**src/rtl/pss_pkg.sv**
```systemverilog
package pss_pkg;

    typedef enum logic [1:0] {
        OP_HOLD  = 2'd0,
        OP_LOAD  = 2'd1,
        OP_SHIFT = 2'd2
    } pss_op_e;

    // Load wins over any clock edge.
    function automatic pss_op_e pss_pick_op(input logic load_n, input logic edge_seen);
        if (!load_n)
            return OP_LOAD;
        else if (edge_seen)
            return OP_SHIFT;
        else
            return OP_HOLD;
    endfunction

endpackage

```
**src/rtl/pss_sync.sv**
```systemverilog
module pss_sync #(
    parameter int              W       = 4,
    parameter int              STAGES  = 2,
    parameter logic [W-1:0]    RST_VAL = '0
) (
    input  logic         clk,
    input  logic         rst_n,
    input  logic [W-1:0] din,
    output logic [W-1:0] dout
);

    logic [W-1:0] chain_d [STAGES];
    logic [W-1:0] chain_q [STAGES];

    always_comb begin
        chain_d[0] = din;
        for (int i = 1; i < STAGES; i++) begin
            chain_d[i] = chain_q[i-1];
        end
    end

    always_ff @(posedge clk) begin
        for (int i = 0; i < STAGES; i++) begin
            if (!rst_n)
                chain_q[i] <= RST_VAL;
            else
                chain_q[i] <= chain_d[i];
        end
    end

    assign dout = chain_q[STAGES-1];

endmodule

```
**src/rtl/pss_edge.sv**
```systemverilog
module pss_edge (
    input  logic clk,
    input  logic rst_n,
    input  logic ck_s,
    input  logic inh_s,
    output logic edge_seen
);

    typedef struct packed {
        logic prev_gate;
    } edge_state_t;

    edge_state_t st_d, st_q;
    logic        gate;

    always_comb begin
        gate           = ck_s | inh_s;
        st_d.prev_gate = gate;
        edge_seen      = gate & ~st_q.prev_gate;
    end

    always_ff @(posedge clk) begin
        if (!rst_n)
            st_q.prev_gate <= 1'b1;
        else
            st_q <= st_d;
    end

    // a gate edge yields one pulse only
    a_r6_single_pulse: assert property (@(posedge clk) disable iff (!rst_n)
        edge_seen |=> !edge_seen);

    // no pulse on the first cycle after reset
    a_r1_no_pulse_after_reset: assert property (@(posedge clk) disable iff (!rst_n)
        $rose(rst_n) |-> !edge_seen);

endmodule

```
**src/rtl/pss_shifter.sv**
```systemverilog
module pss_shifter
    import pss_pkg::*;
#(
    parameter int WIDTH = 8
) (
    input  logic             clk,
    input  logic             rst_n,
    input  logic             load_n_s,
    input  logic             edge_seen,
    input  logic             ser_s,
    input  logic [WIDTH-1:0] par_s,
    output logic             last,
    output logic             last_n
);

    typedef struct packed {
        logic [WIDTH-1:0] stages;
    } shift_state_t;

    shift_state_t st_d, st_q;
    pss_op_e      op;

    always_comb begin
        op   = pss_pick_op(load_n_s, edge_seen);
        st_d = st_q;
        case (op)
            OP_LOAD:  st_d.stages = par_s;
            OP_SHIFT: st_d.stages = {st_q.stages[WIDTH-2:0], ser_s};
            default:  st_d.stages = st_q.stages;
        endcase
    end

    always_ff @(posedge clk) begin
        if (!rst_n)
            st_q.stages <= '0;
        else
            st_q <= st_d;
    end

    assign last   = st_q.stages[WIDTH-1];
    assign last_n = ~st_q.stages[WIDTH-1];

    // cleared by reset
    a_r1_reset_clear: assert property (@(posedge clk) disable iff (!rst_n)
        $rose(rst_n) |-> st_q.stages == '0);

    // load takes parallel data
    a_r2_load: assert property (@(posedge clk) disable iff (!rst_n)
        !load_n_s |=> st_q.stages == $past(par_s));

    // one-stage move with serial entry
    a_r5_shift: assert property (@(posedge clk) disable iff (!rst_n)
        (load_n_s && edge_seen) |=>
            (st_q.stages[0] == $past(ser_s)) &&
            (st_q.stages[WIDTH-1:1] == $past(st_q.stages[WIDTH-2:0])));

    // hold without an edge
    a_r8_hold: assert property (@(posedge clk) disable iff (!rst_n)
        (load_n_s && !edge_seen) |=> $stable(st_q.stages));

endmodule

```
**src/rtl/pss_gated_piso.sv**
```systemverilog
module pss_gated_piso #(
    parameter int WIDTH       = 8,
    parameter int SYNC_STAGES = 2
) (
    input  logic             sys_clk,
    input  logic             rst_n,
    input  logic [WIDTH-1:0] par_in,
    input  logic             ser_in,
    input  logic             load_n,
    input  logic             shift_clk,
    input  logic             clk_inh,
    output logic             q_last,
    output logic             q_last_n
);

    localparam int BUNDLE_W = WIDTH + 4;
    // idle: ser 0, load_n 1, shift_clk 1, clk_inh 0
    localparam logic [BUNDLE_W-1:0] BUNDLE_RST = {{WIDTH{1'b0}}, 4'b0110};

    logic [BUNDLE_W-1:0] bundle_raw;
    logic [BUNDLE_W-1:0] bundle_s;
    logic [WIDTH-1:0]    par_s;
    logic                ser_s;
    logic                load_n_s;
    logic                ck_s;
    logic                inh_s;
    logic                edge_seen;

    assign bundle_raw = {par_in, ser_in, load_n, shift_clk, clk_inh};

    pss_sync #(
        .W       (BUNDLE_W),
        .STAGES  (SYNC_STAGES),
        .RST_VAL (BUNDLE_RST)
    ) u_sync (
        .clk   (sys_clk),
        .rst_n (rst_n),
        .din   (bundle_raw),
        .dout  (bundle_s)
    );

    assign {par_s, ser_s, load_n_s, ck_s, inh_s} = bundle_s;

    pss_edge u_edge (
        .clk       (sys_clk),
        .rst_n     (rst_n),
        .ck_s      (ck_s),
        .inh_s     (inh_s),
        .edge_seen (edge_seen)
    );

    pss_shifter #(
        .WIDTH (WIDTH)
    ) u_shift (
        .clk       (sys_clk),
        .rst_n     (rst_n),
        .load_n_s  (load_n_s),
        .edge_seen (edge_seen),
        .ser_s     (ser_s),
        .par_s     (par_s),
        .last      (q_last),
        .last_n    (q_last_n)
    );

    // outputs complementary
    a_r9_complement: assert property (@(posedge sys_clk) disable iff (!rst_n)
        q_last_n != q_last);

endmodule

```
**config.mk**
```make
export PLATFORM = sky130hd
export DESIGN_NAME = pss_gated_piso
export DESIGN_NICKNAME = d
export VERILOG_FILES = /design/src/rtl/pss_pkg.sv /design/src/rtl/pss_sync.sv /design/src/rtl/pss_edge.sv /design/src/rtl/pss_shifter.sv /design/src/rtl/pss_gated_piso.sv
export SDC_FILE = /design/constraint.sdc
export NUM_CORES = 1
export LEC_CHECK = 0
export BUFFER_PORTS_ARGS = -buffer_cell sky130_fd_sc_hd__buf_2
export CAP_MARGIN = 10
export CORE_MARGIN = 2
export CORE_UTILIZATION = 50
export DETAILED_ROUTE_END_ITERATION = 8
export GPL_TIMING_DRIVEN = 0
export PLACE_DENSITY_LB_ADDON = 0.15
export SLEW_MARGIN = 20
export SYNTH_ARGS = -nofsm -noshare
export SYNTH_HDL_FRONTEND = slang
export SYNTH_SLANG_ARGS = --single-unit
```
**constraint.sdc**
```tcl
create_clock -name sys_clk -period 2.2 [get_ports sys_clk]
set_input_delay 0 -clock sys_clk [delete_from_list [all_inputs] [get_ports sys_clk]]
set_output_delay 0 -clock sys_clk [all_outputs]
set_load 0.02 [all_outputs]
```
* Yosys cells after proc, flatten, opt, wreduce, memory -nomap -nowiden
Memories as Yosys holds them, arrays and structs flattened. Index checks and enable logic that the tools add are counted.
Word-level totals: memories 1, word-level logic and storage cells 19, bits of input ports 14, output and inout bits 2, RAM bits 24, register bits after elaboration 9
Memories:
- u_sync.chain_q | depth 2, width 12, read ports 2, clocked after Yosys merged registers in 0, write ports 2, line pss_sync.sv:13 | logic [W-1:0] chain_q [STAGES];
Cells by class: reductions and logical operators 1, bitwise gates (word level) 6, equality and inequality tests 2, muxes and demuxes 7
Operator list (number):
- 12-bit two-way mux | 2
- 8-bit case mux with 2 select lines | 1
- 2-bit two-way mux | 2
- 1-bit OR | 3
- 2-bit by 1-bit equality test with 1-bit output (second input constant) | 1
- 2-bit equality test (second input constant) | 1
- 1-bit two-way mux | 2
- 1-bit NOT | 2
- 2-bit nonzero test | 1
- 1-bit bitwise AND | 1

* Depth between registers and ports, before layout
Gate-level depths: netlist of run 1.
word-level depth 6, mapped depth 4

* Cells and area by module
A second synthesis of run 1 with hierarchy kept.
Unflattened totals: cells, all modules 88, area total of the unflattened synthesis 1042.2 um^2
By module, submodules not included:
- pss_sync | area an instance 653.1 um^2, cells an instance 50, sequential area each 480.5 um^2, instances 1
- pss_shifter | area an instance 350.3 um^2, cells an instance 35, sequential area each 160.2 um^2, instances 1
- pss_edge | area an instance 38.8 um^2, cells an instance 3, sequential area each 20.0 um^2, instances 1

* Worst setup path before layout of run 1
OpenSTA, ideal clock, no wires.
kind reg-to-reg, start memory u_sync.chain_q[1][0] (netlist name), end register u_shift.st_q[0] (netlist name), buffers on the path 1, path slack 1.321 ns, setup time 0.125 ns, data arrival time 0.754 ns, data required time 2.075 ns, cell stages (with the launch flop) 5, cells stage by stage dfxtp_1 -> o21ba_2 -> buf_6 -> nand2_1 -> a31oi_1
RTL lines:
- from (decl) | line pss_sync.sv:13
- to (signal assigned) | line pss_shifter.sv:37 | st_q <= st_d;
- to (decl) | line pss_shifter.sv:20 | shift_state_t st_d, st_q;

==> run metrics, run 1 <==
Layout Utilization 0.7036; vias per cell 4.677; WL per Instance around 11 um; largest net degree at the start of global routing 11; final setup fails 0; Die Wd ~49 um; die area around 2400 um2; max-cap violation count 0; most frequent cells in the layout dfxtp_1, and2_1, buf_2, nand2_1, dlygate4sd3_1; WP data arrival ~1.4 ns; Hold Path Stages 1; Post-Syn Area between 1000 and 1500 um2; Startpoint Class input port; Worst Hold Path EP u_sync.chain_q[1][1]; Routed Wire Length 1.787 mm; R2R depth 3; cell mode on critical path dlygate4sd3_1; met2 usage 0.2748; worst r2r src u_sync.chain_q[1][0]; RSZ-0062 raised after global routing no; Slew headroom 0.7797; fin crit share 0.5260; antenna violations before repair 0; top cell type's share of synthesized area 0.6463; crit-path max cell delay roughly 0.57 ns; clock sink count 33; post_cts resized 0; hold_ws between 0.4 and 0.5 ns; Hold WC Path Type register to register; initial DRC count 16; Yosys reg bits 33; Power Dens Cells 857.6 nW/um2; total iterations of the first detailed-routing run 4; Clock Pin Slew Worst Setup and Hold Paths approximately 0.1 ns; H-tree depth 2; CP delay by family, top buffers and inverters; leading area contributor after synthesis dfxtp_1; Register Area approximately 660 um2; antenna viol nets, final 0; Final min period around 1.2 ns; Vias 767; status finished clean; CP max FO 1; CORE AREA between 1500 and 2000 um2; syn_area_per_cell a little over 10 um2; CTS tree yes; LEAKAGE around 0.55 nW; CP required 2.40 ns; area grow syn2layout 33.66%; Mapped Cells 99; grt total ovfl 0; vias in the first global route about 730; Design Area, Final about 1400 um2; Synth area leaders dfxtp_1, and2_1, nand2_1; area of placed instances around 1100 um2; Reg2Reg Setup Slack 1.22 ns; layer with the highest usage met2; Max clock buf depth 2; layout cell share with drive strength beyond 1 0.1971; RD Place Congestion between 0.7 and 0.8; diode count 0; Worst Hold Launch u_sync.chain_q[0][1]; critical path class input port to register; CP Capture Type register; clock skew 0.01261 ns; first-pass GRT wire length 3.125 mm; WP buf/inv 3; Critical R2R Capture u_shift.st_q[4]; Tot Pwr about 1.2 mW; final hold viol count 0; # fillers 154; Max Slew Vio Count 0; Slowest cell on crit path dlygate4sd3_1; met3 Use GR 0.09509; Seq/Total Area, Yosys 0.6463; Synth cell types 13; GR Util met1 0.2032; Net Count, Synth ~110; Total GRT Usage 0.1844; TritonCTS Buffers 5; Max Clk Rate 864.1 MHz; measured slew at the worst slew-check pin between 0.3 and 0.4 ns; Critical Path, Cell by Cell dlygate4sd3_1 > buf_2 > nand2b_1 > dlygate4sd3_1; Rows 16; DRC viols 0; DP HPWL around 960 um; clk_lat worst skew 0.33 ns; clk root buf clkbuf_4; area of the multi-input gates between 300 and 400 um2; Die Span Y around 49 um; setup_tns 0 ns; I/O Buffers 15; commonest non-fill, non-tap cell in the layout dfxtp_1; VDD IR-drop max between 0.6 and 0.7 mV; # IOs 16; Synth Warn # 0; # nets final 150; Starting Density 0.5264
-- sequential cells by signal, indices dropped and copies added (netlist names) --
register / cells
u_sync.chain_q: 24
u_shift.st_q: 8
u_edge.st_q: 1
-- cell families (layout without fill, tap and decap cells) --
kind of cell,after synthesis,in the layout,share of synthesized area
and+or+nand+nor,42,42,0.2130
AOI/OAI and AO/OA,18,18,0.1089
buffers and inverters,6,44,0.03182
DFF,33,33,0.6463
-- timing repair --
item | 4_1_cts | 5_1_grt
hold buffers | 15 | 0
setup buffers | 0 | 0
endpoints found under the hold margin | 13 | 0
-- metrics by stage --
stage / setup WS, ns / instances
floorplan: 1.321 / 99
global placement: 1.257 / 141
detailed placement: 1.246 / 141
CTS: 1.123 / 164
global route: 1.063 / 164
finish: 1.043 / 164
-- synthesized netlist by cell type --
cell type   n
a31oi_1     8
and2_1     20
buf_2       2
buf_6       1
clkbuf_1    2
dfxtp_1    33
inv_1       1
nand2_1    17
nand2b_1    4
nor2_1      1
o21ai_0     8
o21ba_2     1
o21bai_2    1
-- per-layer routing --
| metal | up-vias | part of all wire | wire [um] |
|---|---|---|---|
| li1 | 397 | - | - |
| met5 | - | 0 | 0 |
| met2 | 28 | 0.48 | 856 |
| met1 | 334 | 0.44 | 779 |
| met4 | 0 | 0.029 | 51 |
| met3 | 8 | 0.056 | 100 |
-- power breakdown --
part	switching [mW]	internal, mW	total (mW)
logic	0.0326	0.0465	0.0791
registers	0.00958	0.625	0.635
clock network	0.186	0.271	0.458
total	0.228	0.943	1.17
-- worst max-delay path by stage --
stage | start | slack [ns] | cells after the start | endpoint
3_5_place_dp | u_sync.chain_q[1][0] | 1.25 | 3 | u_shift.st_q[1]
5_1_grt | shift_clk | 1.06 | 4 | u_sync.chain_q[0][1]
2_1_floorplan | u_sync.chain_q[1][0] | 1.32 | 4 | u_shift.st_q[0]
6_report | shift_clk | 1.04 | 4 | u_sync.chain_q[0][1]
4_1_cts | shift_clk | 1.12 | 4 | u_sync.chain_q[0][1]
3_3_place_gp | u_sync.chain_q[1][0] | 1.26 | 3 | u_shift.st_q[5]
-- cell type report --
class | count | area share
flip-flops and latches | 33 | 0.4835
inverters | 1 | 0.002747
repair buffers | 30 | 0.1648
clock inverters | 1 | 0.02198
well taps | 27 | 0.02473
clock buffers | 7 | 0.04029
multi-input cells | 60 | 0.2408
plain buffers | 5 | 0.02106
(Power assumes the default switching activity.)
==> run 2: changes to the inputs <==
- clock period: 2.2 -> 1.12 ns (I/O delays scaled with it)
==> run metrics, run 2 (synthesis results as in run 1) <==
status finished clean; # nets final 149 (-0.67%); grt total ovfl 0 (unchanged); layout cell share with drive strength beyond 1 0.1985 (+0.001449); Max clock buf depth 2 (unchanged); clk_lat worst skew 0.33 ns (about the same); # Post-CTS Setup Buffers 0 (unchanged); RD Place Congestion 0.7831 (unchanged); placed cells 141 (unchanged); TritonCTS Buffers 5 (unchanged); final setup fails 0 (unchanged); layer with the highest usage met2; Critical Path, Cell by Cell dlygate4sd3_1 > buf_2 > nand2b_1 > dlygate4sd3_1; Final min period approximately 1.1 ns; GR Util met1 0.2032 (unchanged); max-cap violation count 0 (unchanged); R2R depth 3 (unchanged); clock sink count 33 (unchanged); WL per Instance 10.80 um (-0.85%); antenna viol nets, final 0 (unchanged); Slew headroom 0.7725 (-0.007237); total iterations of the first detailed-routing run 4 (unchanged); clk root buf clkbuf_4; Routed Wire Length 1.761 mm (-1.5%); Starting Density 0.5264 (unchanged); Clock Pin Slew Worst Setup and Hold Paths 0.10 ns (about the same); Rows 16 (unchanged); Regs by FF count u_sync.chain_q (24), u_shift.st_q (8), u_edge.st_q (1); # fillers 155 (+0.65%); Reg2Reg Setup Slack 0.14 ns (-1.08 ns); vias per cell 4.607 (-1.5%); initial DRC count 16 (unchanged); clock skew 0.01396 ns (+0.001356 ns); CP required 1.33 ns (-1.07 ns); Power Dens Cells 1696 nW/um2 (+98%); area grow syn2layout 32.68%; fin crit share 0.9941; area of the multi-input gates 329.1 um2 (unchanged); CORE AREA 1942 um2 (unchanged); vias in the first global route 725 (unchanged); Max Slew Vio Count 0 (unchanged); Worst Hold Path EP u_sync.chain_q[1][2]; most frequent cells in the layout dfxtp_1, and2_1, buf_2, nand2_1, dlygate4sd3_1; # IOs 16 (unchanged); WP buf/inv 3 (unchanged); Hold WC Path Type register to register; hold_ws 0.4003 ns (-0.0007600 ns); Die Span Y 49.22 um (unchanged); antenna violations before repair 0 (unchanged); I/O Buffers 15 (unchanged); fin cells 163 (-0.61%); VDD IR-drop max 1.280 mV (+96%); Register Area 660.6 um2 (unchanged); CP delay by family, top buffers and inverters; met3 Use GR 0.09509 (unchanged); max FFs per register 24 (unchanged); WP data arrival 1.32 ns (-0.04 ns); die area 2422 um2 (unchanged); setup_tns 0 ns (unchanged); CP Capture Type register; Startpoint Class input port; Vias 751 (-2.1%); first-pass GRT wire length 3.125 mm (unchanged); Total GRT Usage 0.1844 (unchanged); Layout Utilization 0.6985 (-0.005154); Slowest cell on crit path dlygate4sd3_1; Worst Hold Launch u_sync.chain_q[0][2]; CTS tree yes; final hold viol count 0 (unchanged); Die Wd 49.22 um (unchanged); Hold Path Stages 1 (unchanged); critical path class input port to register; Critical R2R Capture u_shift.st_q[4]; Reg with most FFs u_sync.chain_q; cell mode on critical path dlygate4sd3_1; Place WS 0.1661 ns (-1.080 ns); measured slew at the worst slew-check pin 0.3413 ns (+0.01086 ns); worst r2r src u_sync.chain_q[1][0]; worst setup margin 0.006600 ns (-1.036 ns); CP max FO 1 (unchanged); Max Clk Rate between 800 and 900 MHz; DP HPWL 962.1 um (unchanged); LEAKAGE 0.5521 nW (-0.50%); RSZ-0062 raised after global routing no; met2 usage 0.2748 (unchanged); DRC viols 0 (unchanged); H-tree depth 2 (unchanged); commonest non-fill, non-tap cell in the layout dfxtp_1; diode count 0 (unchanged); largest net degree at the start of global routing 11 (unchanged); crit-path max cell delay 0.54 ns (-0.03 ns)
## run 2: worst max path at each step
stage	start	end	slack, ns	cells past startpoint
CTS	shift_clk	u_sync.chain_q[0][1]	0.04	4
global route	load_n	u_sync.chain_q[0][2]	0.01	4
finish	load_n	u_sync.chain_q[0][2]	0.007	4
detailed placement	u_sync.chain_q[1][0]	u_shift.st_q[1]	0.17	3
floorplan	u_sync.chain_q[1][0]	u_shift.st_q[0]	0.24	4
global placement	u_sync.chain_q[1][0]	u_shift.st_q[5]	0.18	3
## run 2: where the power goes
part | internal (mW) | total (mW) | leakage, nW | switching [mW]
clock | 0.533 | 0.901 | 0.0455 | 0.368
sequential | 1.23 | 1.25 | 0.272 | 0.0188
combinational | 0.0889 | 0.152 | 0.234 | 0.0629
## run 2: metal layers
layer	part of all wire	up-vias
li1	-	394
met1	0.45	326
met2	0.48	25
met3	0.052	6
met4	0.018	0
met5	0	-
## run 2: timing repair
item | 4_1_cts | 5_1_grt
endpoints found under the setup margin | 0 | 1
hold endpoints to repair | 13 | 0
hold buffers | 15 | 0
gates resized for setup | 0 | 0
## run 2: final cells by class
cell class,count,area share
plain buffers,5,0.02122
clock buffers,7,0.04059
clock inverters,1,0.02214
inverters,1,0.002768
multi-input cells,60,0.2426
flip-flops and latches,33,0.4871
well taps,27,0.02491
repair buffers,29,0.1587
## run 2: metrics by stage
step | instance area (um2) | power, mW
finish | 1356 | 2.300
CTS | 1366 | 2.321
global route | 1356 | 2.418
detailed placement | 1131 | 1.384
floorplan | 1022 | 1.341
global placement | 1131 | 1.379
